$ cat config.mk
export PLATFORM = sky130hd
export DESIGN_NAME = mac_flag_unit
export DESIGN_NICKNAME = d
export VERILOG_FILES = /design/src/rtl/mac_pkg.sv /design/src/rtl/mac_ctrl.sv /design/src/rtl/mac_digit_step.sv /design/src/rtl/mac_flag_reg.sv /design/src/rtl/mac_flag_unit.sv
export SDC_FILE = /design/constraint.sdc
export NUM_CORES = 1
export LEC_CHECK = 0
export BUFFER_PORTS_ARGS = -buffer_cell sky130_fd_sc_hd__clkbuf_2
export CORE_MARGIN = 10
export CORE_UTILIZATION = 45
export CTS_BUF_LIST = sky130_fd_sc_hd__clkbuf_4
export DETAILED_ROUTE_END_ITERATION = 6
export GPL_ROUTABILITY_DRIVEN = 0
export PLACE_DENSITY = 0.62
export SLEW_MARGIN = 40
export SYNTH_ARGS = -nofsm -noshare
export SYNTH_HDL_FRONTEND = slang
export SYNTH_SLANG_ARGS = --single-unit
$ cat constraint.sdc
create_clock -name clk -period 8.1 [get_ports clk]
set_clock_uncertainty 0.15 [all_clocks]
set_input_delay 0.405 -clock clk [delete_from_list [all_inputs] [get_ports clk]]
set_output_delay 0.405 -clock clk [all_outputs]
set_load 0.02 [all_outputs]
$ cat src/rtl/mac_pkg.sv
// Package: shared types for the multiply-accumulate unit.
// Assumes: nothing beyond IEEE 1800-2017.
package mac_pkg;

    // Sequencer states: waiting for work, or stepping through digits.
    typedef enum logic {
        MAC_IDLE = 1'b0,
        MAC_RUN  = 1'b1
    } mac_state_t;

endpackage

$ cat src/rtl/mac_ctrl.sv
// Module: mac_ctrl
// Sequences one operation: accepts a start only when idle, steps once
// per cycle while running, and returns to idle on the final digit.
// Assumes: 'last' is valid combinationally whenever the unit is running.
module mac_ctrl
    import mac_pkg::*;
(
    input  logic clk,
    input  logic rst_n,
    input  logic start,
    input  logic last,
    output logic load,
    output logic step,
    output logic finish
);

    mac_state_t state_q;
    mac_state_t state_d;

    // Decode the handshake strobes from the current state.
    always_comb begin
        load   = (state_q == MAC_IDLE) && start;
        step   = (state_q == MAC_RUN);
        finish = step && last;
    end

    // Next-state selection.
    always_comb begin
        state_d = state_q;
        case (state_q)
            MAC_IDLE: if (start) state_d = MAC_RUN;
            MAC_RUN:  if (last)  state_d = MAC_IDLE;
            default:             state_d = MAC_IDLE;
        endcase
    end

    // State register with synchronous active-low reset.
    always_ff @(posedge clk) begin
        if (!rst_n) state_q <= MAC_IDLE;
        else        state_q <= state_d;
    end

endmodule

$ cat src/rtl/mac_digit_step.sv
// Module: mac_digit_step
// Combinational shift-and-add step: adds the multiplicand times the low
// multiplier digit into the accumulator, then advances both operands by one
// digit. 'last' flags that no set bit remains in the advanced multiplier.
// Assumes: DIGIT_W divides DATA_W and is smaller than it.
module mac_digit_step #(
    parameter int DATA_W  = 32,
    parameter int DIGIT_W = 8
) (
    input  logic [DATA_W-1:0] mcand,
    input  logic [DATA_W-1:0] mplier,
    input  logic [DATA_W-1:0] acc,
    output logic [DATA_W-1:0] acc_nxt,
    output logic [DATA_W-1:0] mcand_nxt,
    output logic [DATA_W-1:0] mplier_nxt,
    output logic              last
);

    logic [DATA_W-1:0] term [DIGIT_W];

    // One gated, shifted copy of the multiplicand per digit bit.
    genvar gi;
    generate
        for (gi = 0; gi < DIGIT_W; gi++) begin : g_term
            assign term[gi] = mplier[gi] ? (mcand << gi) : '0;
        end
    endgenerate

    // Sum the partial terms into the running accumulator (wraps modulo 2^DATA_W).
    always_comb begin
        logic [DATA_W-1:0] sum;
        sum = acc;
        for (int j = 0; j < DIGIT_W; j++) begin
            sum = sum + term[j];
        end
        acc_nxt = sum;
    end

    // Advance operands by one digit and detect early termination.
    always_comb begin
        mcand_nxt  = mcand << DIGIT_W;
        mplier_nxt = mplier >> DIGIT_W;
        last       = (mplier_nxt == '0);
    end

endmodule

$ cat src/rtl/mac_flag_reg.sv
// Module: mac_flag_reg
// Holds the negative and zero flags. They load from the completing value
// only when an update is requested; otherwise they keep their state.
// Assumes: 'upd' is high for at most one cycle per operation.
module mac_flag_reg #(
    parameter int DATA_W = 32
) (
    input  logic              clk,
    input  logic              rst_n,
    input  logic              upd,
    input  logic [DATA_W-1:0] value,
    output logic              n_q,
    output logic              z_q,
    output logic              valid_q
);

    // Flag storage: load on update, hold otherwise.
    always_ff @(posedge clk) begin
        if (!rst_n) begin
            n_q     <= 1'b0;
            z_q     <= 1'b0;
            valid_q <= 1'b0;
        end else begin
            valid_q <= upd;
            if (upd) begin
                n_q <= value[DATA_W-1];
                z_q <= (value == '0);
            end
        end
    end

endmodule

$ cat src/rtl/mac_flag_unit.sv
// Module: mac_flag_unit (top)
// Iterative multiply-accumulate: result = low DATA_W bits of a*b + c, one
// DIGIT_W-bit multiplier digit per cycle, with unsigned early termination
// on the multiplier operand. Optional negative/zero flag update.
// Assumes: DIGIT_W divides DATA_W and DIGIT_W < DATA_W.
module mac_flag_unit #(
    parameter int DATA_W  = 32,
    parameter int DIGIT_W = 8
) (
    input  logic              clk,
    input  logic              rst_n,
    input  logic              start,
    input  logic [DATA_W-1:0] op_a,
    input  logic [DATA_W-1:0] op_b,
    input  logic [DATA_W-1:0] op_c,
    input  logic              acc_en,
    input  logic              flags_en,
    output logic [DATA_W-1:0] result,
    output logic              n_flag,
    output logic              z_flag,
    output logic              flag_valid,
    output logic              done
);

    localparam int NUM_DIGITS = DATA_W / DIGIT_W;

    logic              load, step, finish, last;
    logic [DATA_W-1:0] mcand_q, mplier_q, acc_q;
    logic [DATA_W-1:0] acc_nxt, mcand_nxt, mplier_nxt;
    logic              setfl_q;
    logic [DATA_W-1:0] result_q;
    logic              done_q;

    mac_ctrl u_ctrl (
        .clk    (clk),
        .rst_n  (rst_n),
        .start  (start),
        .last   (last),
        .load   (load),
        .step   (step),
        .finish (finish)
    );

    mac_digit_step #(
        .DATA_W  (DATA_W),
        .DIGIT_W (DIGIT_W)
    ) u_step (
        .mcand      (mcand_q),
        .mplier     (mplier_q),
        .acc        (acc_q),
        .acc_nxt    (acc_nxt),
        .mcand_nxt  (mcand_nxt),
        .mplier_nxt (mplier_nxt),
        .last       (last)
    );

    mac_flag_reg #(
        .DATA_W (DATA_W)
    ) u_flags (
        .clk     (clk),
        .rst_n   (rst_n),
        .upd     (finish && setfl_q),
        .value   (acc_nxt),
        .n_q     (n_flag),
        .z_q     (z_flag),
        .valid_q (flag_valid)
    );

    // Operand capture on accept and digit advance while running.
    always_ff @(posedge clk) begin
        if (!rst_n) begin
            mcand_q  <= '0;
            mplier_q <= '0;
            acc_q    <= '0;
            setfl_q  <= 1'b0;
        end else if (load) begin
            mcand_q  <= op_a;
            mplier_q <= op_b;
            acc_q    <= acc_en ? op_c : '0;
            setfl_q  <= flags_en;
        end else if (step) begin
            mcand_q  <= mcand_nxt;
            mplier_q <= mplier_nxt;
            acc_q    <= acc_nxt;
        end
    end

    // Result hold register and one-cycle completion pulse.
    always_ff @(posedge clk) begin
        if (!rst_n) begin
            result_q <= '0;
            done_q   <= 1'b0;
        end else begin
            done_q <= finish;
            if (finish) result_q <= acc_nxt;
        end
    end

    assign result = result_q;
    assign done   = done_q;

    // Guard against configurations the datapath cannot represent.
    generate
        if (NUM_DIGITS * DIGIT_W != DATA_W || NUM_DIGITS < 2) begin : g_bad_cfg
            initial $error("mac_flag_unit: DIGIT_W must divide DATA_W and be smaller");
        end
    endgenerate

endmodule

==> flow_metrics.py, run 1 <==
metrics = {
    "floorplanning": {
        "dieHeight_microns": 191,
        "io-pin-count": 137,
        "num_rows": 62,
        "start_util_pct": 45.8,
        "die_x_microns": 191,
        "coreArea_sq_um": 28900,
        "die_area_sq_um": 36600,
    },
    "outcome": {
        "status": "finished, final reports clean",
    },
    "yosys": {
        "yosys.area.top_type_share_pct": 28.3,
        "yosys.cell_types.count": 65,
        "yosysTopAreaCell": "fa_1",
        "synth_edf_count": 0,
        "synth_top_family_by_area": "adder cells",
        "yosysWarnings": 0,
        "synthesis.nets": 1883,
        "synth_adder_area_share_pct": 31.9,
        "async_flop_share_pct": 0,
        "ys_ff_latch": 134,
        "synthXorXnorAreaFrac_pct": 2.16,
        "syn_area_sq_um": 13200,
        "synthMuxAreaShare_pct": 6.23,
        "ys_seq_area_share_pct": 20.3,
        "syn_inst": 1557,
        "synth_compound_area_share_pct": 11.2,
        "synth_area_per_cell_sq_um": 8.49,
        "synthTopCellsByArea": "fa_1 (28%), dfxtp_1 (20%), inv_1 (7.4%)",
        "yosys.area_share.simple_pct": 17.5,
        "synth_ff_type": "dfxtp_1",
    },
    "timing": {
        "fin_tns_setup_ps": 0,
        "finalHoldViolations": 0,
        "rsz0062_at_grt": "no",
        "timing.slew.headroom_pct": 44.7,
        "finalCritPeriodShare_pct": 76.0,
        "slew_viol_final": 0,
        "setup_viol": 0,
        "fmax_mhz": 163,
        "worst_slew_pin_slew_ps": 829,
        "post-route-min-period_ps": 6150,
    },
    "global_routing": {
        "grt_pass1_vias": 11400,
        "antenna_found_initial": 1,
        "grt_pass1_wl_microns": 62400,
        "overflow": 0,
        "grt_use_total_pct": 21.7,
        "grt_max_degree": 85,
    },
    "routing": {
        "drtIter0Drc": 814,
        "firstDrtPassIters": 5,
        "num_vias": 11200,
        "drc": 0,
        "ant_nets": 0,
        "routed_wl_microns": 39100,
        "wl_per_cell_microns": 18.8,
        "viasPerCell": 5.38,
    },
    "clock_tree": {
        "clock_latency_ps": 600,
        "htreeDepth": 4,
        "clockRootBuffer": "clkbuf_4",
        "post_cts_buffers": 0,
        "cts_tree": "yes",
        "clk_pin_slew_worst_paths_ps": 160,
        "clk_path_buf_depth": 2,
        "cts.sink_count": 134,
        "numCtsBuffers": 17,
    },
    "critical_path": {
        "arrival_ps": 6520,
        "crit_path_top_delay_cell": "dfxtp_1",
        "end_kind": "flop",
        "cp_cell_sequence": "buf_4, nand2_1, fa_1, inv_1, fa_1, fa_1, inv_1, fa_1, inv_1, ha_1, a21o_1, a21o_1, a21oi_1, nand4_1, and3_1, or4_1, o211a_1, o211a_1, nand4_1, nand2_1",
        "cp-start-kind": "flop",
        "crit_type": "reg -> reg",
        "max_stage_delay_ps": 780,
        "cp_data_required_time_ps": 8470,
        "cpMostUsedCell": "fa_1",
        "cp_max_fo": 18,
    },
    "layout": {
        "final_common_cell": "inv_1",
        "drive_gt1_share_pct": 12.7,
        "layout_common_cells": "inv_1 (258), fa_1 (187), nor2_1 (165)",
        "nets": 2013,
        "finalInstanceArea_sq_um": 15100,
        "areaGrowthSynthToFinish_pct": 14.0,
        "utilization_pct": 52.2,
        "stdcell_count": 2085,
    },
    "power": {
        "leakagePower_nw": 7.32,
        "power_density_nw_per_um2": 127,
        "ir_drop_uv": 100,
    },
    "place": {
        "placedCellCount": 1987,
        "placed_area_sq_um": 14100,
        "io_buffers": 136,
        "dpl.hpwl_microns": 29700,
    },
    "flow_run": {
        "drv_cap": 0,
    },
    "worst_hold_path": {
        "hold_class": "in -> reg",
    },
}
## cell usage after synthesis (all sizes together), types with 2 or more instances
master,instances
a2111oi,3
a211o,2
a211oi,16
a21o,11
a21oi,91
a221o,7
a221oi,27
a31o,4
a31oi,3
and2,102
and3,9
buf,22
clkbuf,84
dfxtp,134
fa,187
ha,38
inv,260
mux2,2
mux2i,80
nand2,157
nand2b,5
nand3,10
nand4,11
nand4b,2
nor2,166
nor3,24
nor4,8
o2111ai,2
o211a,7
o211ai,5
o21a,3
o21ai,27
o21bai,2
o22ai,2
or2,3
xnor2,25
xor2,5
## cells by family after synthesis
kind of cell,Yosys count
AND/OR/NAND/NOR,501
multiplexers,82
flip-flops,134
AO/OA/AOI/OAI,217
XOR/XNOR,31
adder cells (fa/ha/maj),225
buffers and inverters,367
## timing repair
action / CTS / global route
gates resized for setup: 0 / 0
hold buffers: 65 / 0
hold endpoints to repair: 65 / 0
## critical path, delay by kind of cell, from the launching register on
family,cells,cell delay (ps)
flops,1,780
fa+ha+maj,5,2420
buf+inv,4,500
compound gates,5,960
simple gates,6,1260
## routing by layer
metal / up-vias / GRT usage, % / routed length, microns
met1: 5633 / 28.3 / 17000
met5: - / 0 / 0
met4: 0 / 5.83 / 928
li1: 5172 / - / -
met3: 51 / 4.52 / 2560
met2: 360 / 35.7 / 18600
## path summary, 6_finish.rpt
path	start	to	slack, ps	depth (start not counted)
max	mplier_q[0]	u_flags.z_q	1950	20
min	op_b[13]	mplier_q[13]	40	5
max reg2reg	mplier_q[0]	u_flags.z_q	1950	20
min reg2reg	result[8]	result[8]	340	2
## sequential cells by signal, indices dropped and copies added, names as in the netlist
register         cells
mplier_q            32
result              32
u_flags.valid_q      1
done                 1
mcand_q             32
acc_q               32
setfl_q              1
u_ctrl.step          1
u_flags.n_q          1
u_flags.z_q          1
## metrics by stage
stage	hold WS (ps)	setup slack, ps	power (mW)
2_1_floorplan	296	2510	1.20
3_3_place_gp	311	1870	1.39
3_5_place_dp	319	1970	1.39
4_1_cts	1.68	1940	1.93
5_1_grt	21.0	1580	2.03
6_report	41.6	1950	1.92
## power by group
| group | internal, mW | switching [mW] |
|---|---|---|
| Sequential | 0.698 | 0.0738 |
| Clock | 0.172 | 0.334 |
| Combinational | 0.256 | 0.385 |
| Total | 1.13 | 0.793 |
## final cells by class
class,instances,area [sq um]
Clock inverter,15,183
Fill cell,2810,13800
Multi-Input combinational cell,1056,9130
Timing Repair Buffer,217,1490
Tap cell,384,480
Sequential cell,134,2690
Clock buffer,17,128
Inverter,261,981
Antenna cell,1,2.50
(Power assumes the default switching activity.)
==> run 2, diff against run 1 <==
--- a/config.mk
+++ b/config.mk
@@ -5,13 +5,14 @@
 export SDC_FILE = /design/constraint.sdc
 export NUM_CORES = 1
 export LEC_CHECK = 0
+export ABC_AREA = 1
 export BUFFER_PORTS_ARGS = -buffer_cell sky130_fd_sc_hd__clkbuf_2
 export CORE_MARGIN = 10
 export CORE_UTILIZATION = 45
 export CTS_BUF_LIST = sky130_fd_sc_hd__clkbuf_4
 export DETAILED_ROUTE_END_ITERATION = 6
 export GPL_ROUTABILITY_DRIVEN = 0
-export PLACE_DENSITY = 0.62
+export PLACE_DENSITY = 0.64
 export SLEW_MARGIN = 40
 export SYNTH_ARGS = -nofsm -noshare
 export SYNTH_HDL_FRONTEND = slang
==> constraint.sdc (replaced) <==
create_clock -name clk -period 5.25 [get_ports clk]
set_clock_uncertainty 0.15 [all_clocks]
set_input_delay 0.2625 -clock clk [delete_from_list [all_inputs] [get_ports clk]]
set_output_delay 0.2625 -clock clk [all_outputs]
set_load 0.02 [all_outputs]
==> flow_metrics.py, run 2 <==
metrics = {
    "global_routing": {
        "grt_max_degree": 76,
        "grt_pass1_vias": 13700,
        "antenna_found_initial": 2,
        "grt_pass1_wl_microns": 72300,
        "grt_use_total_pct": 23.2,
        "overflow": 0,
    },
    "routing": {
        "wl_per_cell_microns": 16.9,
        "drtIter0Drc": 918,
        "drc": 0,
        "viasPerCell": 5.05,
        "ant_nets": 0,
        "routed_wl_microns": 45500,
        "firstDrtPassIters": 7,
        "num_vias": 13600,
    },
    "timing": {
        "worst_slew_pin_slew_ps": 848,
        "finalCritPeriodShare_pct": 95.5,
        "post-route-min-period_ps": 5010,
        "setup_viol": 0,
        "fmax_mhz": 200,
        "slew_viol_final": 0,
        "hold_ws_ps": 76.1,
        "timing.slew.headroom_pct": 43.3,
        "finalHoldViolations": 0,
    },
    "clock_tree": {
        "numCtsBuffers": 17,
        "clock_latency_ps": 610,
        "clk_path_buf_depth": 2,
        "cts_tree": "yes",
        "htreeDepth": 4,
        "cts.sink_count": 134,
        "clockRootBuffer": "clkbuf_4",
        "clk_pin_slew_worst_paths_ps": 130,
    },
    "yosys": {
        "synthTopCellsByArea": "fa_1 (27%), dfxtp_1 (19%), nand2_1 (18%)",
        "yosysTopAreaCell": "fa_1",
        "ys_seq_area_share_pct": 19.1,
        "synth_edf_count": 0,
        "syn_inst": 2050,
        "ys_ff_latch": 134,
        "yosys.area.top_type_share_pct": 26.7,
        "async_flop_share_pct": 0,
        "syn_area_sq_um": 14000,
        "synth_area_per_cell_sq_um": 6.84,
        "ys_top_cells_by_count": "nand2_1 (661), inv_1 (531), fa_1 (187)",
        "yosys.cell_types.count": 40,
        "yosysMostFrequentCell": "nand2_1",
        "synth_ff_type": "dfxtp_1",
        "yosysWarnings": 0,
        "synthesis.nets": 2376,
    },
    "flow_run": {
        "drv_cap": 0,
    },
    "power": {
        "leakagePower_nw": 9.79,
        "power_mw": 3.24,
        "ir_drop_uv": 194,
        "power_density_nw_per_um2": 188,
    },
    "critical_path": {
        "cp_data_required_time_ps": 5650,
        "crit_path_top_delay_cell": "fa_2",
        "crit_type": "reg -> reg",
        "cp_max_fo": 10,
        "max_stage_delay_ps": 560,
        "cp-start-kind": "flop",
        "cp.buffers_inverters": 6,
        "critPathTopFamily": "adder cells",
        "cpMostUsedCell": "nand2_1",
        "arrival_ps": 5410,
        "end_kind": "flop",
        "cp_cell_sequence": "clkbuf_16, buf_4, nand2_1, fa_1, inv_1, fa_1, fa_1, inv_1, fa_2, inv_1, ha_4, nand2_1, nor2_2, nand2_1, nor2_1, nand2_1, nand3_1, nand2_1, nand2_2, nand2_1, a21oi_2, dlygate4sd3_1",
    },
    "layout": {
        "final_common_cell": "nand2_1",
        "nets": 2615,
        "fillerInstances": 2919,
        "regArea_sq_um": 2720,
        "areaGrowthSynthToFinish_pct": 23.1,
        "drive_gt1_share_pct": 14.2,
        "multi_input_area_sq_um": 9160,
        "stdcell_count": 2700,
        "finalInstanceArea_sq_um": 17300,
        "layout_common_cells": "nand2_1 (656), inv_1 (529), fa_1 (184)",
    },
    "floorplanning": {
        "num_rows": 64,
        "dieHeight_microns": 197,
        "start_util_pct": 45.7,
        "io-pin-count": 137,
        "die_x_microns": 197,
        "coreArea_sq_um": 30700,
        "die_area_sq_um": 38600,
    },
    "place": {
        "io_buffers": 136,
        "dpl.hpwl_microns": 34600,
        "placed_area_sq_um": 15500,
        "placedCellCount": 2554,
    },
    "worst_hold_path": {
        "hold_class": "in -> reg",
    },
    "outcome": {
        "status": "finished, final reports clean",
    },
}
-- run 2: per-layer routing --
| layer | routed length, microns | global-route usage [%] | share of wire (%) | vias up |
|---|---|---|---|---|
| met4 | 870 | 5.61 | 1.9 | 0 |
| li1 | - | - | - | 6511 |
| met3 | 4030 | 4.40 | 8.8 | 61 |
| met1 | 20000 | 31.7 | 44 | 6513 |
| met5 | 0 | 0 | 0 | - |
| met2 | 20600 | 37.2 | 45 | 560 |
-- run 2: through the flow --
stage / util, % / setup slack [ps] / TNS [ps]
4_1_cts: 55.0 / 38.2 / 0
3_5_place_dp: 50.5 / 232 / 0
5_1_grt: 56.3 / -0.459 / -0.459
6_report: 56.3 / 238 / 0
2_1_floorplan: - / 418 / 0
3_3_place_gp: 50.4 / 277 / 0
-- run 2: repair_timing --
action / in CTS / in global routing
endpoints found under the hold margin: 122 / 0
hold buffers: 103 / 0
resized for setup: 0 / 60
setup buffers: 0 / 4
endpoints found under the setup margin: 0 / 5
-- run 2: layout make-up --
type / instances / share of cell area (%)
well taps: 396 / 2.87
repair buffers: 322 / 14.8
diodes: 2 / 0.0290
inverters: 536 / 11.6
multi-input cells: 1278 / 53.0
clock buffers: 18 / 0.782
flip-flops and latches: 134 / 15.7
clock inverters: 14 / 1.14
-- run 2: tightest hold or removal path, cell delays in order --
cell      delay, ps
clkbuf_2        120
nor2_4          120
buf_16          190
nand2_1          60
a21oi_1          50
-- run 2: cell families after synthesis --
family                   Yosys count  synth area share, %
XOR/XNOR                          13                0.812
AND/OR/NAND/NOR                  857                 24.7
adder cells (fa/ha/maj)          225                 30.1
buffers and inverters            638                 17.2
multiplexers                       1               0.0803
flip-flops                       134                 19.1
AO/OA/AOI/OAI                    182                 7.96
-- run 2: final timing paths --
kind	startpoint	end	slack (ps)	cells after the start
max	mplier_q[1]	acc_q[30]	240	22
min	start	mcand_q[0]	80	5
min reg2reg	result[20]	result[20]	330	2
max reg2reg	mplier_q[1]	acc_q[30]	240	22
-- run 2: power breakdown --
group	total [mW]	switching [mW]	internal (mW)
combinational	1.27	0.733	0.534
clock	0.827	0.440	0.387
sequential	1.15	0.0690	1.08
